<file path="config.mk">
export PLATFORM = sky130hd
export DESIGN_NAME = mute_ramp_atten
export DESIGN_NICKNAME = d
export VERILOG_FILES = /design/src/rtl/mr_pkg.sv /design/src/rtl/mr_prescaler.sv /design/src/rtl/mr_channel.sv /design/src/rtl/mute_ramp_atten.sv
export SDC_FILE = /design/constraint.sdc
export NUM_CORES = 1
export LEC_CHECK = 0
export BUFFER_PORTS_ARGS = -buffer_cell sky130_fd_sc_hd__buf_2
export CORE_ASPECT_RATIO = 0.75
export CORE_MARGIN = 2
export CORE_UTILIZATION = 58
export DETAILED_ROUTE_END_ITERATION = 7
export PLACE_DENSITY = 0.91
export SLEW_MARGIN = 20
export SYNTH_ARGS = -nofsm -noshare
export SYNTH_HDL_FRONTEND = slang
export SYNTH_HIERARCHICAL = 1
export SYNTH_SLANG_ARGS = --single-unit
</file>
<file path="constraint.sdc">
create_clock -name clk -period 4.6 [get_ports clk]
set_clock_uncertainty 0.15 [all_clocks]
set_input_delay 0.23 -clock clk [delete_from_list [all_inputs] [get_ports clk]]
set_output_delay 0.23 -clock clk [all_outputs]
set_load 0.03 [all_outputs]
</file>
<file path="src/rtl/mr_pkg.sv">
package mr_pkg;

  localparam int unsigned DEF_NCH       = 6;
  localparam int unsigned DEF_ATT_W     = 8;
  localparam int unsigned DEF_MAX_ATT   = 181;
  localparam int unsigned DEF_RATE_W    = 2;
  localparam int unsigned DEF_BASE_LOG2 = 2;

  // Limit a requested volume code to the full-attenuation code.
  function automatic int unsigned clamp_code(input int unsigned v, input int unsigned mx);
    return (v > mx) ? mx : v;
  endfunction

  // One code toward the target, or stay when already there.
  function automatic int unsigned step_toward(input int unsigned cur, input int unsigned tgt);
    if (cur < tgt) return cur + 1;
    if (cur > tgt) return cur - 1;
    return cur;
  endfunction

endpackage

</file>
<file path="src/rtl/mr_prescaler.sv">
module mr_prescaler #(
  parameter int unsigned RATE_W    = mr_pkg::DEF_RATE_W,
  parameter int unsigned BASE_LOG2 = mr_pkg::DEF_BASE_LOG2,
  localparam int unsigned PRE_W    = BASE_LOG2 + (1 << RATE_W) - 1
) (
  input  logic              clk,
  input  logic              rst_n,
  input  logic              tick_i,
  input  logic [RATE_W-1:0] rate_i,
  output logic              step_o
);

  logic [PRE_W-1:0]  cnt_q;
  logic [RATE_W-1:0] rate_q;
  logic [PRE_W-1:0]  last_w;
  logic              wrap_w;

  // Final count of an interval: 2^(BASE_LOG2 + rate) - 1.
  function automatic logic [PRE_W-1:0] last_of(input logic [RATE_W-1:0] r);
    return PRE_W'((32'd1 << (BASE_LOG2 + 32'(r))) - 32'd1);
  endfunction

  assign last_w = last_of(rate_q);
  assign wrap_w = tick_i && (cnt_q == last_w);
  assign step_o = wrap_w;

  always_ff @(posedge clk) begin
    if (!rst_n) begin
      cnt_q  <= '0;
      rate_q <= '0;
    end else if (tick_i) begin
      if (wrap_w) begin
        cnt_q  <= '0;
        rate_q <= rate_i;
      end else begin
        cnt_q <= cnt_q + 1'b1;
      end
    end
  end

  AST_CNT_BOUND: assert property (@(posedge clk) disable iff (!rst_n)
    cnt_q <= last_of(rate_q));
  AST_CNT_IDLE: assert property (@(posedge clk) disable iff (!rst_n)
    !tick_i |=> $stable(cnt_q));
  AST_WRAP_CLEARS: assert property (@(posedge clk) disable iff (!rst_n)
    wrap_w |=> (cnt_q == '0));
  AST_RATE_AT_WRAP: assert property (@(posedge clk) disable iff (!rst_n)
    !wrap_w |=> $stable(rate_q));

endmodule

</file>
<file path="src/rtl/mr_channel.sv">
module mr_channel #(
  parameter int unsigned ATT_W   = mr_pkg::DEF_ATT_W,
  parameter int unsigned MAX_ATT = mr_pkg::DEF_MAX_ATT
) (
  input  logic             clk,
  input  logic             rst_n,
  input  logic             step_i,
  input  logic             mute_i,
  input  logic [ATT_W-1:0] vol_i,
  output logic [ATT_W-1:0] att_o
);

  localparam logic [ATT_W-1:0] MAX_CODE = ATT_W'(MAX_ATT);
  localparam logic [ATT_W-1:0] ONE      = ATT_W'(1);

  logic [ATT_W-1:0] att_q;
  logic [ATT_W-1:0] target_w;
  logic [ATT_W-1:0] next_w;

  assign target_w = mute_i ? MAX_CODE
                           : ATT_W'(mr_pkg::clamp_code(32'(vol_i), MAX_ATT));
  assign next_w   = ATT_W'(mr_pkg::step_toward(32'(att_q), 32'(target_w)));
  assign att_o    = att_q;

  always_ff @(posedge clk) begin
    if (!rst_n)      att_q <= MAX_CODE;
    else if (step_i) att_q <= next_w;
  end

  AST_ONE_CODE: assert property (@(posedge clk) disable iff (!rst_n)
    step_i |=> (att_q == $past(att_q)) || (att_q == $past(att_q) + ONE)
               || (att_q == $past(att_q) - ONE));
  AST_IN_RANGE: assert property (@(posedge clk) disable iff (!rst_n)
    att_q <= MAX_CODE);
  AST_HOLD_AT_TARGET: assert property (@(posedge clk) disable iff (!rst_n)
    (step_i && (att_q == target_w)) |=> $stable(att_q));
  AST_MUTE_RISES: assert property (@(posedge clk) disable iff (!rst_n)
    (step_i && mute_i) |=> (att_q >= $past(att_q)));
  AST_NO_STEP_HOLD: assert property (@(posedge clk) disable iff (!rst_n)
    !step_i |=> $stable(att_q));

endmodule

</file>
<file path="src/rtl/mute_ramp_atten.sv">
module mute_ramp_atten #(
  parameter int unsigned NCH       = mr_pkg::DEF_NCH,
  parameter int unsigned ATT_W     = mr_pkg::DEF_ATT_W,
  parameter int unsigned MAX_ATT   = mr_pkg::DEF_MAX_ATT,
  parameter int unsigned RATE_W    = mr_pkg::DEF_RATE_W,
  parameter int unsigned BASE_LOG2 = mr_pkg::DEF_BASE_LOG2,
  localparam int unsigned CTRL_W   = NCH + RATE_W,
  localparam int unsigned BUS_W    = NCH * ATT_W
) (
  input  logic              clk,
  input  logic              rst_n,
  input  logic              frame_tick,
  input  logic [CTRL_W-1:0] ctrl_img,
  input  logic [BUS_W-1:0]  vol_bus,
  output logic [BUS_W-1:0]  att_bus
);

  logic step_evt;

  mr_prescaler #(
    .RATE_W    (RATE_W),
    .BASE_LOG2 (BASE_LOG2)
  ) u_pre (
    .clk    (clk),
    .rst_n  (rst_n),
    .tick_i (frame_tick),
    .rate_i (ctrl_img[RATE_W-1:0]),
    .step_o (step_evt)
  );

  for (genvar g = 0; g < NCH; g++) begin : g_ch
    mr_channel #(
      .ATT_W   (ATT_W),
      .MAX_ATT (MAX_ATT)
    ) u_ch (
      .clk    (clk),
      .rst_n  (rst_n),
      .step_i (step_evt),
      .mute_i (ctrl_img[RATE_W + g]),
      .vol_i  (vol_bus[g*ATT_W +: ATT_W]),
      .att_o  (att_bus[g*ATT_W +: ATT_W])
    );
  end

  AST_STEP_NEEDS_TICK: assert property (@(posedge clk) disable iff (!rst_n)
    step_evt |-> frame_tick);

endmodule

</file>
==> reports/qor.yml, run 1 <==
arrival_ns: 3.27
worst_pin_slew_ns: 0.7874
syn_inst: 777
gr-total-overflow: 0
synth-main-ff-cell: "dfxtp_1"
place_hpwl_um: 10970
pre_cts_slack_ns: 1.280
multi_input_area_um2: 4474
finalPower_w: 0.001526
cts.sinks: 55
rrSetupSlack_ns: 1.37
hold_start: "frame_tick"
port_buffers: 106
synth_edf_count: 0
route.met2.wl_um: 6704
route.met3.wl_um: 1122
finalSetupTns_ns: 0
antenna_found_initial: 0
final-seq-area_um2: 1101
static-leakage-power_nw: 2.901
drt-initial-drc-count: 448
start_util_pct: 60.57
synth_warnings: 6
min_period_over_period_pct: 70.18
hold_path_end: "u_pre/cnt_q[1]"
root_buffer: "clkbuf_16"
async_flop_share_pct: 0
clk_pin_slew_ns: 0.07
diodes: 0
ir_worst_vdd_mv: 0.1734
critPathCaptureType: "flop"
place_inst: 993
firstDrtPassIters: 5
first_global_vias: 5563
final_common_cell: "buf_2"
cp.required_ns: 4.64
reg2reg_depth: 8
vias_per_cell: 6.118
rsz0062_at_grt: "no"
chipHeight_um: 91.50
cts.htree.levels: 2
cts_made_buffers: 5
wl_um: 14820
rows: 31
slew_headroom_pct: 46.93
post_drt_wl_per_cell_um: 14.80
highest_layer: "met4"
ys_seq_area_share_pct: 18.60
drc: 0
core-area_um2: 9774
cts_hold_buf: 0
fillCellCount: 863
powerDensity_nw_per_um2: 230.3
ios: 107
nets: 989
tritoncts: "yes"
hold_class: "in -> reg"
dieArea_um2: 11040
syn_to_final_growth_pct: 11.92
max_freq_mhz: 309.7
synth_seq_cells: 55
avgSynthCellArea_um2: 7.620
gp_congestion: 0.9532
crit_type: "reg -> reg"
ctsResizeCount: 0
hold_viol_final: 0
cap_violations: 0
syn_area_um2: 5921
cp-start-kind: "flop"
rr_endpoint: "g_ch[3].u_ch/att_o[2]"
insertion_delay_ns: 0.30
postCtsSetupBuffers: 0
layout_common_cells: "buf_2, nand2_1, ha_1, dfxtp_1, nor2_1"
worstPathMaxFanout: 12
synth_cell_types: 51
setup_violations: 0
vias: 6124
instances_no_fill: 1001
setup_ws_ns: 1.372
drive_above_1_share_pct: 17.84
outcome: "finished, final reports clean"
syn_nets: 898
grt_max_degree: 42
grt_first_pass_wirelength_um: 24810
grt_use_total_pct: 26.29
reg2reg_from: "u_pre/cnt_q[2]"
ant_nets: 0
cts.path.max_buffers: 2
fin_crit_ns: 3.228
wl_met1_um: 6773
chipWidth_um: 120.7
drv_slew: 0
hold_depth: 3
==> worst max-delay path, cell delays in order, from the launching register on <==
cell and delay (ns):
dfxtp_1 0.44, a21boi_1 0.09, a2111o_1 0.48, a21oi_4 0.38
inv_1 0.15, o41ai_2 0.79, buf_4 0.27, o31ai_1 0.07
a221o_1 0.30
==> layout make-up <==
type | count | share of cell area, %
tap | 132 | 2.492
clock buffer | 6 | 1.945
sequential | 55 | 16.62
clock inverter | 2 | 0.1888
multi-input combinational | 653 | 67.52
inverter | 37 | 2.096
timing repair buffer | 116 | 9.139
==> cell usage after synthesis (all sizes together) (8+ instances only) <==
| cell type | instances | share of area [%] |
|---|---|---|
| nand2 | 98 | 6.2 |
| ha | 62 | 13 |
| dfxtp | 55 | 19 |
| nor2 | 46 | 3.2 |
| o21ai | 42 | 3.9 |
| a21oi | 37 | 3.1 |
| inv | 37 | 2.3 |
| nor3 | 36 | 3.0 |
| nor2b | 32 | 3.4 |
| nand2b | 30 | 3.2 |
| nand3 | 23 | 1.9 |
| nand4 | 22 | 2.3 |
| buf | 18 | 2.8 |
| mux2i | 18 | 3.0 |
| xnor2 | 15 | 2.2 |
| clkbuf | 14 | 0.89 |
| a221o | 13 | 2.2 |
| and3 | 13 | 1.4 |
| nand3b | 13 | 1.6 |
| and2 | 12 | 1.3 |
| o211ai | 12 | 1.5 |
| o31ai | 12 | 1.5 |
| or2 | 12 | 1.3 |
| a21boi | 8 | 1.0 |
==> cell families after synthesis <==
kind of cell	Yosys count	share of synthesized area, %
AO/OA/AOI/OAI	195	24.70
XOR/XNOR	21	3.107
adder cells (fa/ha/maj)	62	13.10
buffers and inverters	69	6.023
flip-flops	55	18.60
multiplexers	18	3.043
AND/OR/NAND/NOR	357	31.42
==> through the flow <==
stage	utilization (%)	cell area, um^2	hold slack (ns)
floorplan	-	5921	0.3054
global placement	66.35	6485	0.4002
detailed placement	66.35	6485	0.4048
CTS	67.79	6626	0.1148
global route	67.79	6626	0.1449
finish	67.79	6626	0.1190
==> worst max-delay path by stage <==
stage / from / endpoint / slack (ns) / depth (start not counted)
global route: u_pre/cnt_q[2] / g_ch[3].u_ch/att_o[2] / 1.26 / 8
floorplan: u_pre/cnt_q[2] / g_ch[0].u_ch/att_o[2] / 0.62 / 8
global placement: vol_bus[25] / g_ch[3].u_ch/att_o[2] / 1.44 / 12
detailed placement: vol_bus[25] / g_ch[3].u_ch/att_o[2] / 1.28 / 12
CTS: u_pre/cnt_q[2] / g_ch[3].u_ch/att_o[2] / 1.45 / 8
finish: u_pre/cnt_q[2] / g_ch[3].u_ch/att_o[2] / 1.37 / 8
==> power by group <==
group,leakage (nW),internal [W],switching (W)
logic,2.39,0.000225,0.000381
registers,0.447,0.000500,0.0000353
clock network,0.0669,0.000202,0.000184
total,2.90,0.000927,0.000600
==> metal layers <==
layer | track usage (%) | vias up
li1 | - | 3036
met1 | 35.64 | 2780
met2 | 43.41 | 278
met3 | 4.020 | 30
met4 | 6.977 | 0
met5 | 0 | -
==> registers in the layout, indices dropped and copies added, names as in the netlist <==
| name | flops |
|---|---|
| u_pre/cnt_q | 5 |
| u_pre/rate_q | 2 |
| g_ch.u_ch/att_o | 48 |
(Power assumes the default switching activity.)
==> run 2: changes to the inputs <==
==> constraint.sdc (replaced) <==
create_clock -name clk -period 3 [get_ports clk]
set_clock_uncertainty 0.15 [all_clocks]
set_input_delay 0.15 -clock clk [delete_from_list [all_inputs] [get_ports clk]]
set_output_delay 0.15 -clock clk [all_outputs]
set_load 0.03 [all_outputs]
==> reports/qor.yml, run 2 (synthesis gave the netlist of run 1 again) <==
outcome: "finished, final reports clean"  # unchanged
largest_reg_flops: 48  # unchanged
cts.path.max_buffers: 2  # unchanged
root_buffer: "clkbuf_16"  # unchanged
combPwrFrac_pct: 40.0  # was 39.7%
hold_class: "in -> reg"  # unchanged
fillCellCount: 801  # was 863
power_switching_w: 0.0009228  # was 0.0005996 W
path_depth: 9  # was 8
dieArea_um2: 11040  # unchanged
clkPwrFrac_pct: 27.0  # was 25.3%
setup_violations: 0  # unchanged
ant_nets: 0  # unchanged
rsz0062_at_grt: "no"  # unchanged
first_global_vias: 5720  # was 5563
gr-total-overflow: 0  # unchanged
hold_start: "ctrl_img[1]"  # was frame_tick
max_stage_delay_ns: 0.57  # was 0.79 ns
grt_use_total_pct: 26.77  # was 26.29%
reg2reg_depth: 9  # was 8
ir_worst_vdd_mv: 0.3002  # was 0.1734 mV
vias: 6160  # was 6124
start_util_pct: 60.57  # unchanged
hold_path_end: "u_pre/rate_q[1]"  # was u_pre/cnt_q[1]
grt_first_pass_wirelength_um: 25470  # was 24810 um
clk_pin_slew_ns: 0.07  # about the same
grt_max_degree: 35  # was 42
crit_top_cell: "a221o_1"
fin_crit_ns: 2.822  # was 3.228 ns
slew_headroom_pct: 54.41  # was 46.93%
rr_endpoint: "g_ch[4].u_ch/att_o[5]"  # was g_ch[3].u_ch/att_o[2]
antenna_found_initial: 0  # unchanged
holdWs_ns: 0.05986  # was 0.1190 ns
cts_made_buffers: 5  # unchanged
syn_to_final_growth_pct: 16.23  # was 11.92%
vias_per_cell: 6.022  # was 6.118
reg2reg_from: "u_pre/cnt_q[0]"  # was u_pre/cnt_q[2]
port_buffers: 106  # unchanged
powerDensity_nw_per_um2: 360.0  # was 230.3 nW/um^2
cp-start-kind: "flop"  # unchanged
drt-initial-drc-count: 513  # was 448
post_drt_wl_per_cell_um: 14.35  # was 14.80 um
rrSetupSlack_ns: 0.18  # was 1.37 ns
cp.required_ns: 3.03  # was 4.64 ns
crit_type: "reg -> reg"  # unchanged
crit_family: "compound AO/OA/AOI/OAI gates"  # unchanged
wl_um: 14680  # was 14820 um
worst_pin_slew_ns: 0.6838  # was 0.7874 ns
p_seq_share_pct: 33.1  # was 35.1%
static-leakage-power_nw: 3.051  # was 2.901 nW
core-area_um2: 9774  # unchanged
cp_cell_sequence: "ha_1 > nand2_1 > a221o_1 > a21oi_4 > buf_12 > inv_1 > o41ai_2 > o31ai_1 > a221o_1"  # was a21boi_1 > a2111o_1 > a21oi_4 > inv_1 > o41ai_2 > buf_4 > o31ai_1 > a221o_1
intPower_w: 0.001555  # was 0.0009268 W
hold_viol_final: 0  # unchanged
postCtsSetupBuffers: 0  # unchanged
firstDrtPassIters: 5  # unchanged
p_sw_share_pct: 37.24  # was 39.28%
min_period_over_period_pct: 94.08  # was 70.18%
hold_depth: 4  # was 3
rows: 31  # unchanged
worstPathMaxFanout: 15  # was 12
finalSetupTns_ns: 0  # unchanged
path_buf_inv: 2  # unchanged
insertion_delay_ns: 0.29  # was 0.30 ns
crit_slowest_cell: "o41ai_2"  # unchanged
cts.htree.levels: 2  # unchanged
tritoncts: "yes"  # unchanged
chipHeight_um: 91.50  # unchanged
ios: 107  # unchanged
layout_common_cells: "buf_2, nand2_1, ha_1, dfxtp_1, nor2_1"  # unchanged
chipWidth_um: 120.7  # unchanged
critPathCaptureType: "flop"  # unchanged
cp-startpoint: "u_pre/cnt_q[0]"  # was u_pre/cnt_q[2]
place_hpwl_um: 11200  # was 10970 um
nets: 1011  # was 989
final_common_cell: "buf_2"  # unchanged
arrival_ns: 2.85  # was 3.27 ns
max_freq_mhz: 354.3  # was 309.7 MHz
drv_slew: 0  # unchanged
drc: 0  # unchanged
drive_above_1_share_pct: 20.09  # was 17.84%
gp_congestion: 0.9494  # was 0.9532
cts.sinks: 55  # unchanged
cap_violations: 0  # unchanged
diodes: 0  # unchanged
[run 2: cell count changes in the layout (fill, tap and decap cells not counted)]
cell / previous run / this run
clkinv_4: 0 / 1
dfxtp_1: 55 / 54
o41ai_4: 0 / 1
clkbuf_1: 1 / 0
dfxtp_2: 0 / 1
buf_4: 10 / 28
buf_12: 0 / 4
bufinv_16: 0 / 1
o41ai_2: 6 / 5
clkinvlp_4: 1 / 0
[run 2: through the flow]
step / util [%] / instances / instance area, um^2 / setup WS, ns / power, W
final: 70.40 / 1023 / 6882 / 0.1778 / 0.002478
after global routing: 70.40 / 1023 / 6882 / 0.006460 / 0.002627
after CTS: 70.28 / 1023 / 6869 / 0.1283 / 0.002476
after detailed placement: 68.55 / 1015 / 6700 / 0.1043 / 0.001804
after global placement: 68.55 / 1015 / 6700 / 0.1729 / 0.001772
after floorplan: - / 777 / 5932 / 0.003726 / 0.001605
[run 2: worst max-delay path by stage]
stage / end / slack, ns
finish: g_ch[4].u_ch/att_o[5] / 0.18
global route: g_ch[3].u_ch/att_o[6] / 0.006
CTS: g_ch[1].u_ch/att_o[6] / 0.13
detailed placement: g_ch[4].u_ch/att_o[5] / 0.10
global placement: g_ch[4].u_ch/att_o[5] / 0.17
floorplan: g_ch[0].u_ch/att_o[2] / 0.004
[run 2: routing by layer]
layer,share of wire (%),global-route usage [%]
met1,48,37.34
met2,45,44.63
met3,6.5,2.827
met4,0.61,5.426
met5,0,0
[run 2: cell type report]
class	instances	area [um^2]	area share [%]
flip-flops and latches	55	1102	16.02
multi-input cells	653	4486	65.18
well taps	132	165.2	2.400
repair buffers	138	820.8	11.93
clock buffers	5	125.1	1.818
inverters	37	138.9	2.018
clock inverters	3	43.79	0.6364
[run 2: worst min-delay path, cell delays in order]
cell and delay (ns):
buf_2 0.10, nand2_1 0.06, a211o_1 0.09, nand3_1 0.05
[run 2: what timing repair did]
item	in CTS	in global routing
hold buffers	0	0
gates resized for setup	0	2
endpoints found under the setup margin	0	13
[run 2: power groups by stage]
stage	clock, W	sequential, W	combinational [W]
after floorplan	0	0.000890	0.000715
after global placement	0	0.000834	0.000938
after detailed placement	0	0.000835	0.000969
after CTS	0.000684	0.000818	0.000974
after global routing	0.000705	0.000828	0.00109
final	0.000668	0.000820	0.000990
